### src/rtl/bist_march_pkg.sv
package bist_march_pkg;

   typedef enum logic [2:0] {
      EL_W0_UP   = 3'd0,
      EL_R0W1_UP = 3'd1,
      EL_R1W0_DN = 3'd2,
      EL_R0_DN   = 3'd3,
      EL_WCB_UP  = 3'd4,
      EL_RCB_UP  = 3'd5,
      EL_WCBI_UP = 3'd6,
      EL_RCBI_UP = 3'd7
   } elem_e;

   localparam elem_e EL_LAST = EL_RCBI_UP;

   typedef enum logic [2:0] {
      ST_IDLE, ST_OP, ST_CHECK, ST_REPORT, ST_WRITE, ST_DONE
   } state_e;

   function automatic logic elem_reads(elem_e e);
      return (e == EL_R0W1_UP) || (e == EL_R1W0_DN) || (e == EL_R0_DN) ||
             (e == EL_RCB_UP)  || (e == EL_RCBI_UP);
   endfunction

   function automatic logic elem_read_then_write(elem_e e);
      return (e == EL_R0W1_UP) || (e == EL_R1W0_DN);
   endfunction

   function automatic logic elem_down(elem_e e);
      return (e == EL_R1W0_DN) || (e == EL_R0_DN);
   endfunction

   function automatic logic wr_bit(elem_e e, logic cb);
      case (e)
         EL_R0W1_UP: return 1'b1;
         EL_WCB_UP:  return cb;
         EL_WCBI_UP: return ~cb;
         default:    return 1'b0;
      endcase
   endfunction

   function automatic logic rd_bit(elem_e e, logic cb);
      case (e)
         EL_R1W0_DN: return 1'b1;
         EL_RCB_UP:  return cb;
         EL_RCBI_UP: return ~cb;
         default:    return 1'b0;
      endcase
   endfunction

endpackage

### src/rtl/bist_addr_gen.sv
module bist_addr_gen #(
   parameter int AW = 8
) (
   input  logic          clk,
   input  logic          rst_n,
   input  logic          load,
   input  logic          load_down,
   input  logic          step,
   output logic [AW-1:0] addr,
   output logic          at_last
);
   localparam logic [AW-1:0] TOP = '1;

   logic down_q;

   always_ff @(posedge clk or negedge rst_n) begin
      if (!rst_n) begin
         addr   <= '0;
         down_q <= 1'b0;
      end else if (load) begin
         addr   <= load_down ? TOP : '0;
         down_q <= load_down;
      end else if (step) begin
         addr <= down_q ? addr - 1'b1 : addr + 1'b1;
      end
   end

   assign at_last = down_q ? (addr == '0) : (addr == TOP);

   assert_addr_moves_R2 : assert property (@(posedge clk) disable iff (!rst_n)
      (step && !load) |=> (addr != $past(addr)));

endmodule

### src/rtl/bist_pattern_gen.sv
module bist_pattern_gen
   import bist_march_pkg::*;
#(
   parameter int DATA_W = 16
) (
   input  elem_e             elem,
   input  logic              row_lsb,
   input  logic              col_lsb,
   output logic [DATA_W-1:0] wr_data,
   output logic [DATA_W-1:0] exp_data
);
   logic cb;

   always_comb begin
      cb       = row_lsb ^ col_lsb;
      wr_data  = {DATA_W{wr_bit(elem, cb)}};
      exp_data = {DATA_W{rd_bit(elem, cb)}};
   end

endmodule

### src/rtl/bist_fault_port.sv
module bist_fault_port #(
   parameter int ROW_W  = 4,
   parameter int COL_W  = 4,
   parameter int DATA_W = 16
) (
   input  logic              clk,
   input  logic              rst_n,
   input  logic              capture,
   input  logic [ROW_W-1:0]  in_row,
   input  logic [COL_W-1:0]  in_col,
   input  logic [DATA_W-1:0] in_mask,
   output logic              out_valid,
   input  logic              out_ready,
   output logic [ROW_W-1:0]  out_row,
   output logic [COL_W-1:0]  out_col,
   output logic [DATA_W-1:0] out_mask
);
   always_ff @(posedge clk or negedge rst_n) begin
      if (!rst_n) begin
         out_valid <= 1'b0;
         out_row   <= '0;
         out_col   <= '0;
         out_mask  <= '0;
      end else if (capture) begin
         out_valid <= 1'b1;
         out_row   <= in_row;
         out_col   <= in_col;
         out_mask  <= in_mask;
      end else if (out_valid && out_ready) begin
         out_valid <= 1'b0;
      end
   end

   assert_record_hold_R6 : assert property (@(posedge clk) disable iff (!rst_n)
      (out_valid && !out_ready) |=>
         (out_valid && $stable(out_row) && $stable(out_col) && $stable(out_mask)));

   assert_mask_nonzero_R5 : assert property (@(posedge clk) disable iff (!rst_n)
      out_valid |-> (out_mask != '0));

endmodule

### src/rtl/bist_march_engine.sv
module bist_march_engine
   import bist_march_pkg::*;
#(
   parameter int ROW_W  = 4,
   parameter int COL_W  = 4,
   parameter int DATA_W = 16
) (
   input  logic                     clk,
   input  logic                     rst_n,
   input  logic                     start,
   output logic                     busy,
   output logic                     done,
   output logic                     pass,
   output logic                     mem_en,
   output logic                     mem_we,
   output logic [ROW_W+COL_W-1:0]   mem_addr,
   output logic [DATA_W-1:0]        mem_wdata,
   input  logic [DATA_W-1:0]        mem_rdata,
   output logic                     fault_valid,
   input  logic                     fault_ready,
   output logic [ROW_W-1:0]         fault_row,
   output logic [COL_W-1:0]         fault_col,
   output logic [DATA_W-1:0]        fault_mask
);
   localparam int AW = ROW_W + COL_W;

   if (ROW_W < 1 || COL_W < 1) begin : g_bad_geometry
      $error("bist_march_engine: ROW_W and COL_W must be at least 1");
   end
   if (DATA_W < 1) begin : g_bad_width
      $error("bist_march_engine: DATA_W must be at least 1");
   end
   if (AW > 24) begin : g_bad_span
      $error("bist_march_engine: address span too large for a self-test run");
   end

   state_e            state_q, state_d;
   elem_e             elem_q, elem_d;
   logic              fail_q, fail_d;
   logic [AW-1:0]     addr;
   logic              at_last;
   logic              adv, ld, ld_down, capture;
   logic [DATA_W-1:0] wr_data, exp_data, diff;
   elem_e             elem_nx;

   bist_addr_gen #(.AW(AW)) u_addr (
      .clk(clk), .rst_n(rst_n), .load(ld), .load_down(ld_down),
      .step(adv && !at_last), .addr(addr), .at_last(at_last));

   bist_pattern_gen #(.DATA_W(DATA_W)) u_pat (
      .elem(elem_q), .row_lsb(addr[COL_W]), .col_lsb(addr[0]),
      .wr_data(wr_data), .exp_data(exp_data));

   bist_fault_port #(.ROW_W(ROW_W), .COL_W(COL_W), .DATA_W(DATA_W)) u_fault (
      .clk(clk), .rst_n(rst_n), .capture(capture),
      .in_row(addr[AW-1:COL_W]), .in_col(addr[COL_W-1:0]), .in_mask(diff),
      .out_valid(fault_valid), .out_ready(fault_ready),
      .out_row(fault_row), .out_col(fault_col), .out_mask(fault_mask));

   assign diff    = mem_rdata ^ exp_data;
   assign elem_nx = elem_e'(elem_q + 3'd1);

   always_comb begin
      state_d = state_q;
      elem_d  = elem_q;
      fail_d  = fail_q;
      adv     = 1'b0;
      ld      = 1'b0;
      ld_down = 1'b0;
      capture = 1'b0;
      case (state_q)
         ST_IDLE, ST_DONE: begin
            if (start) begin
               state_d = ST_OP;
               elem_d  = EL_W0_UP;
               fail_d  = 1'b0;
               ld      = 1'b1;
               ld_down = elem_down(EL_W0_UP);
            end
         end
         ST_OP: begin
            if (elem_reads(elem_q)) state_d = ST_CHECK;
            else                    adv     = 1'b1;
         end
         ST_CHECK: begin
            if (diff != '0) begin
               capture = 1'b1;
               fail_d  = 1'b1;
               state_d = ST_REPORT;
            end else if (elem_read_then_write(elem_q)) begin
               state_d = ST_WRITE;
            end else begin
               adv = 1'b1;
            end
         end
         ST_REPORT: begin
            if (fault_ready) begin
               if (elem_read_then_write(elem_q)) state_d = ST_WRITE;
               else                              adv     = 1'b1;
            end
         end
         ST_WRITE: adv = 1'b1;
         default:  state_d = ST_IDLE;
      endcase

      if (adv) begin
         state_d = ST_OP;
         if (at_last) begin
            if (elem_q == EL_LAST) begin
               state_d = ST_DONE;
            end else begin
               elem_d  = elem_nx;
               ld      = 1'b1;
               ld_down = elem_down(elem_nx);
            end
         end
      end
   end

   always_ff @(posedge clk or negedge rst_n) begin
      if (!rst_n) begin
         state_q <= ST_IDLE;
         elem_q  <= EL_W0_UP;
         fail_q  <= 1'b0;
      end else begin
         state_q <= state_d;
         elem_q  <= elem_d;
         fail_q  <= fail_d;
      end
   end

   assign mem_en    = (state_q == ST_OP) || (state_q == ST_WRITE);
   assign mem_we    = (state_q == ST_WRITE) || ((state_q == ST_OP) && !elem_reads(elem_q));
   assign mem_addr  = addr;
   assign mem_wdata = wr_data;
   assign busy      = (state_q != ST_IDLE) && (state_q != ST_DONE);
   assign done      = (state_q == ST_DONE);
   assign pass      = done && !fail_q;

   assert_access_busy_R1 : assert property (@(posedge clk) disable iff (!rst_n)
      mem_en |-> busy);

   assert_quiet_stall_R6 : assert property (@(posedge clk) disable iff (!rst_n)
      fault_valid |-> !mem_en);

   assert_done_quiet_R7 : assert property (@(posedge clk) disable iff (!rst_n)
      done |-> (!busy && !fault_valid && !mem_en));

   assert_done_hold_R7 : assert property (@(posedge clk) disable iff (!rst_n)
      (done && !start) |=> done);

   assert_read_checked_R4 : assert property (@(posedge clk) disable iff (!rst_n)
      (mem_en && !mem_we) |=> !mem_en);

endmodule

### config.mk
export PLATFORM = sky130hd
export DESIGN_NAME = bist_march_engine
export DESIGN_NICKNAME = d
export VERILOG_FILES = /design/src/rtl/bist_march_pkg.sv /design/src/rtl/bist_addr_gen.sv /design/src/rtl/bist_pattern_gen.sv /design/src/rtl/bist_fault_port.sv /design/src/rtl/bist_march_engine.sv
export SDC_FILE = /design/constraint.sdc
export NUM_CORES = 1
export LEC_CHECK = 0
export ABC_CLOCK_PERIOD_IN_PS = 2700
export BUFFER_PORTS_ARGS = -buffer_cell sky130_fd_sc_hd__buf_2
export CORE_ASPECT_RATIO = 1.1
export CORE_UTILIZATION = 40
export CTS_BUF_LIST = sky130_fd_sc_hd__clkbuf_8
export CTS_CLUSTER_DIAMETER = 40
export DETAILED_ROUTE_END_ITERATION = 10
export PLACE_DENSITY = 0.68
export RECOVER_POWER = 50
export SKIP_LAST_GASP = 1
export SLEW_MARGIN = 15
export SYNTH_ARGS = -nofsm -noshare
export SYNTH_HDL_FRONTEND = slang
export SYNTH_SLANG_ARGS = --single-unit
### constraint.sdc
create_clock -name clk -period 2.7 [get_ports clk]
set_input_delay 0 -clock clk [delete_from_list [all_inputs] [get_ports clk]]
set_output_delay 0 -clock clk [all_outputs]
set_load 0.01 [all_outputs]
======== Word level (Yosys, flattened, before mapping) ========
Index checks and enable logic that the tools add are counted.
operators by class
  add/sub/neg operators ................... 3
  eq/ne operators ......................... 22
  mux-type cells .......................... 41
  bitwise operators ....................... 3
  reduce and logical (&&, ||, !) cells .... 25
operators with widths
  kind                   number
  $mux W3                13
  $mux W8                4
  $mux W1                19
  $eq A3 B2 Y1 const B   6
  $eq A3 B3 Y1 const B   6
  $reduce_bool A16 Y1    1
  $xor A16 B16 Y16       1
  $pmux W3 S5            1
  $ne A3 B3 Y1 const B   4
  $add A8 B1 Y8 const B  1
  $eq A8 B8 Y1 const B   1
  $logic_not A8 Y1       1
  $sub A8 B1 Y8 const B  1
  $logic_or A1 B1 Y1     7
  $eq A3 B1 Y1 const B   2
  $ne A2 B2 Y1 const B   3
  $pmux W1 S3            2
  $reduce_bool A2 Y1     3
  $logic_and A1 B1 Y1    5
  $pmux W1 S4            1
  $reduce_and A4 Y1      1
  $add A3 B1 Y3 const B  1
  $logic_not A1 Y1       3
  $logic_not A3 Y1       1
  6 further kinds        6
storage, ports and cells
  register bits after elaboration ......... 41
  bits of input ports ..................... 20
  word-level logic and storage cells ...... 103

======== Logic depth before layout (Yosys ltp) ========
  depth after elaboration ................. 10
  gate-level depth with buffers ........... 10
  mapped depth without buffers ............ 9

======== Modules after synthesis ========
A second synthesis with hierarchy kept.
second synthesis, totals
  cells, all modules ...................... 270
  area total of the unflattened synthesis .. 2795.2 um^2
modules (own cells, without submodules)
  module             instances  cells an instance  area each (um^2)
  bist_fault_port    1          54                 1029.7
  bist_march_engine  1          99                 805.8
  bist_addr_gen      1          80                 676.9
  bist_pattern_gen   1          37                 282.8

======== Worst setup path before layout ========
OpenSTA, ideal clock, no wires.
  path type ............................... register to register
  start point ............................. register elem_q[0]
  end point ............................... register u_addr.addr[1]
  arrival ................................. 2.581 ns
  data required time ...................... 2.613 ns
  slack ................................... 0.033 ns
  cell stages (with the launch flop) ...... 11
  path buffers ............................ 1
  period minus slack after synthesis ...... 2.667 ns
  cells stage by stage .................... dfrtp_1 -> ha_1 -> ha_1 -> nor2_1 -> a41oi_1 -> nor2_1 -> o41ai_4 -> or3_1 -> buf_2 -> or3_4 -> o211ai_1
on the way
  cells in the longest elaborated chain, start to end .. 10
  elaborated cells on any way between the ends .. 31
  classes of those cells .................. add/sub: 1; eq/ne: 7; mux: 14; bitwise: 1; reduce/logical: 8
RTL lines
  element                                                                    RTL line                  source
  start, declared                                                            bist_march_engine.sv:38   elem_e elem_q, elem_d;
  start signal, assigned                                                     bist_march_engine.sv:127  elem_q <= elem_d;
  parallel branches: the longest is 10 deep, another holds $xor A16 B16 Y16  -
  end signal, assigned                                                       bist_addr_gen.sv:21       addr <= load_down ? TOP : '0;
  end signal, assigned                                                       bist_addr_gen.sv:24       addr <= down_q ? addr - 1'b1 : addr + 1'b1;
  end, declared                                                              bist_addr_gen.sv:9        output logic [AW-1:0] addr,
Several ways; the timed one is not identified.
A chain may end at the register's enable or synchronous reset.

======== Worst setup path in the final report ========
  start point ............................. register elem_q[1]
  end point ............................... register u_addr.addr[0]
The elaborated chain is that of the path after synthesis.

==> flow_summary_export.csv <==
group,metric,value,unit
timing,final-max-slew-violation-count,0,
worst_setup_path,critical_path.max_stage_delay,430,ps
synthesis,synth_area_leaders,"dfrtp_1 40%, xnor2_1 7.5%, ha_1 5.9%, buf_4 5.0%, nand2_1 5.0%",
worst_setup_path,r2r-start,"elem_q[1]",
place,gp_congestion,0.7881,
clock_network,cts_buffer_depth,2,
drt,first_pass_iters,4,
floorplan,num_rows,30,
clock_network,htreeDepth,2,
place,post-place-cells,404,
floorplan,die_w,78.17,um
timing,final-hold-violation-count,0,
drt,drc_errors,0,
drt,drt-initial-drc-count,59,
synthesis,synth_edf_count,0,
drt,drt_wl_total,5618,um
timing,tightestPinTransition,998.7,ps
synthesis,synth_top_cell_area_share,40.20,%
pwr,cellLeakagePower,1.419,nW
worst_hold_path,hold_path_end,"u_fault.out_mask[4]",
clock_network,numCtsBuffers,5,
global_route,track_usage,17.70,%
drt,ant_nets,0,
synthesis,syn-cell-area,2552,um^2
global_route,grt_pass1_wl,9287,um
timing,setup_viol,0,
clock_network,post_cts_buffers,0,
worst_setup_path,cp_cell_sequence,"ha_1 -> ha_1 -> nor2_1 -> a41oi_1 -> nor2_2 -> o41ai_4 -> or3_1 -> or3_4 -> o211ai_1",
synthesis,ys_ff_latch,41,
pwr,totalPowerFinal,0.002601,W
timing,fmax,385.6,MHz
place,dp_hpwl,4252,um
worst_setup_path,r2r_cells,9,
global_route,grt_antenna_before_repair,0,
cells_and_area,multi_input_area,1324,um^2
worst_setup_path,rrSetupSlack,110,ps
worst_setup_path,arrival,2800,ps
synthesis,syn-num-nets,301,
clock_network,clk_pin_slew_worst_paths,80,ps
global_route,use_met2,30.46,%
worst_setup_path,r2r_end,"u_addr.addr[0]",
cells_and_area,drive_above_1_share,22.16,%
floorplan,start_util,41.46,%
cells_and_area,area_delta_synth_final,17.89,%
floorplan,core-area,6156,um^2
clock_network,clk_latency,300,ps
synthesis,postSynthCellCount,268,
cells_and_area,diodes,0,
pwr,clockPowerShare,15.3,%
global_route,grt_use_met3,3.723,%
cells_and_area,regArea,1026,um^2
worst_setup_path,crit_top_cell,"ha_1",
synthesis,async_reset_ff_share,100.0,%
worst_hold_path,hold_path.class,"in2reg",
worst_hold_path,min_from,"mem_rdata[4]",
clock_network,cts_tree,"yes",
global_route,grtUsageMet1,22.17,%
cells_and_area,final_cell_mix,"41 x dfrtp_1, 39 x buf_2, 34 x nand2_1, 33 x clkbuf_1, 22 x xnor2_1",
global_route,grt_overflow,0,
timing,fin_crit,2594,ps
drt,vias_per_cell,5.031,
global_route,busiest_layer,"met2",
cells_and_area,stdcell_count,414,
place,port_buffers,73,
worst_setup_path,startpoint_type,"flop",
worst_hold_path,whs_path_depth,3,
cells_and_area,final_common_cell,"dfrtp_1",
drt,vias,2083,
clock_network,clock-sinks,41,
worst_setup_path,path_max_fanout,6,
worst_setup_path,cp-end-kind,"flop",
pwr,power.internal,0.001505,W
floorplan,dieArea,6705,um^2
pwr,pwr-share-comb,46.5,%
drt,post_drt_wl_per_cell,13.57,um
synthesis,ys_warn_count,0,
worst_setup_path,crit_path_top_delay_cell,"dfrtp_1",
synthesis,yosysTopAreaCell,"dfrtp_1",
floorplan,ios,74,
pwr,ir_drop,0.3061,mV
worst_setup_path,path_buf_inv,0,
timing,final.setup.worst_slack,106.4,ps
synthesis,ys.flop_type,"dfrtp_1",
clock_network,cts_root_buffer,"clkbuf_8",
worst_setup_path,cp_top_family,"simple AND/OR/NAND/NOR gates",
place,pre_cts_ws,145.3,ps
pwr,p_switching,0.001096,W
global_route,grt_max_degree,42,
pwr,p_seq_share,38.2,%
run_status,status,"completed",
worst_setup_path,path_class,"reg2reg",
synthesis,seq_area_frac_synth,40.20,%
timing,skew,8.987,ps
pwr,swShare,42.14,%
timing,timing.final.crit_share,96.06,%
timing,maxSlewHeadroom,33.42,%
cells_and_area,nNetsFinal,366,
worst_setup_path,cp.required,2910,ps
synthesis,synth_cell_types,47,
floorplan,fp.dieH,85.78,um
pwr,power.density,864.3,nW/um^2
synthesis,avgSynthCellArea,9.524,um^2
cells_and_area,fill_cells,612,
run,cap_viol_max_count,0,
global_route,grt_pass1_vias,1980,
-- worst min-delay path, delay by kind of cell --
family	cells	cell delay [ps]
buffers and inverters	1	110
AOI/OAI and AO/OA	1	60
xor gates and xnor gates	1	110
-- cell usage after synthesis (2+ instances only) --
master / number
a21o_1: 3
a21oi_1: 9
a221o_1: 5
a41oi_1: 2
buf_4: 17
clkbuf_1: 8
dfrtp_1: 41
ha_1: 12
inv_1: 13
mux2_2: 6
mux2i_1: 3
nand2_1: 34
nand2b_1: 5
nand3_1: 3
nand4_1: 6
nor2_1: 11
nor2b_1: 7
nor3_1: 5
nor4_1: 4
o211ai_1: 2
o21ai_0: 21
or3_1: 3
or4_1: 2
xnor2_1: 22
xor2_1: 2
-- power groups by stage --
stage | clock, W | combinational (W) | sequential (W)
3_3_place_gp | 0 | 0.00122 | 0.000991
6_report | 0.000397 | 0.00121 | 0.000993
5_1_grt | 0.000435 | 0.00137 | 0.00102
3_5_place_dp | 0 | 0.00125 | 0.00100
2_1_floorplan | 0 | 0.000730 | 0.00105
4_1_cts | 0.000403 | 0.00126 | 0.000990
-- flip-flops by register name, summed over array words and instances (netlist names), 3 cells and up --
register          cells
elem_q                3
state_q               3
u_fault.out_row       4
u_addr.addr           8
u_fault.out_mask     16
u_fault.out_col       4
-- routing by layer --
metal	part of all wire, %	up-vias
met2	49	54
met5	0	-
met4	0.93	0
met1	44	979
li1	-	1045
met3	5.2	5
-- repair_timing --
item | in CTS | in global routing
hold endpoints to repair | 42 | 0
endpoints found under the setup margin | 0 | 7
hold buffers | 2 | 0
resized for setup | 0 | 2
-- cells by family after synthesis --
| group | synth area share [%] |
|---|---|
| AO/OA/AOI/OAI | 14.95 |
| XOR/XNOR | 8.235 |
| adder cells (fa/ha/maj) | 7.059 |
| buffers and inverters | 8.284 |
| flip-flops | 40.20 |
| multiplexers | 4.362 |
| AND/OR/NAND/NOR | 16.91 |
-- how the worst max path moves through the flow --
stage	from	end	slack (ps)	cells past startpoint
final	elem_q[1]	u_addr.addr[0]	110	9
after global routing	elem_q[1]	u_addr.addr[3]	-30	9
after CTS	elem_q[1]	u_addr.addr[1]	100	9
after detailed placement	elem_q[1]	u_addr.addr[1]	150	9
after global placement	elem_q[1]	u_addr.addr[1]	210	9
after floorplan	elem_q[0]	u_addr.addr[1]	30	10
-- per-stage QoR --
stage	hold slack (ps)	util, %	instance area (um^2)	setup TNS (ps)
global route	39.35	48.88	3009	-102.1
global placement	185.5	47.68	2935	0
floorplan	-295.6	-	2552	0
finish	19.47	48.88	3009	0
detailed placement	187.8	47.68	2935	0
CTS	15.29	49.41	3042	0
-- cell type report --
cell class | instances | share of cell area (%)
inverters | 13 | 1.622
clock buffers | 5 | 2.287
repair buffers | 84 | 14.10
flip-flops and latches | 41 | 34.10
multi-input cells | 188 | 43.99
clock inverters | 3 | 0.5821
well taps | 80 | 3.326
Power figures use the tool's default switching activity.
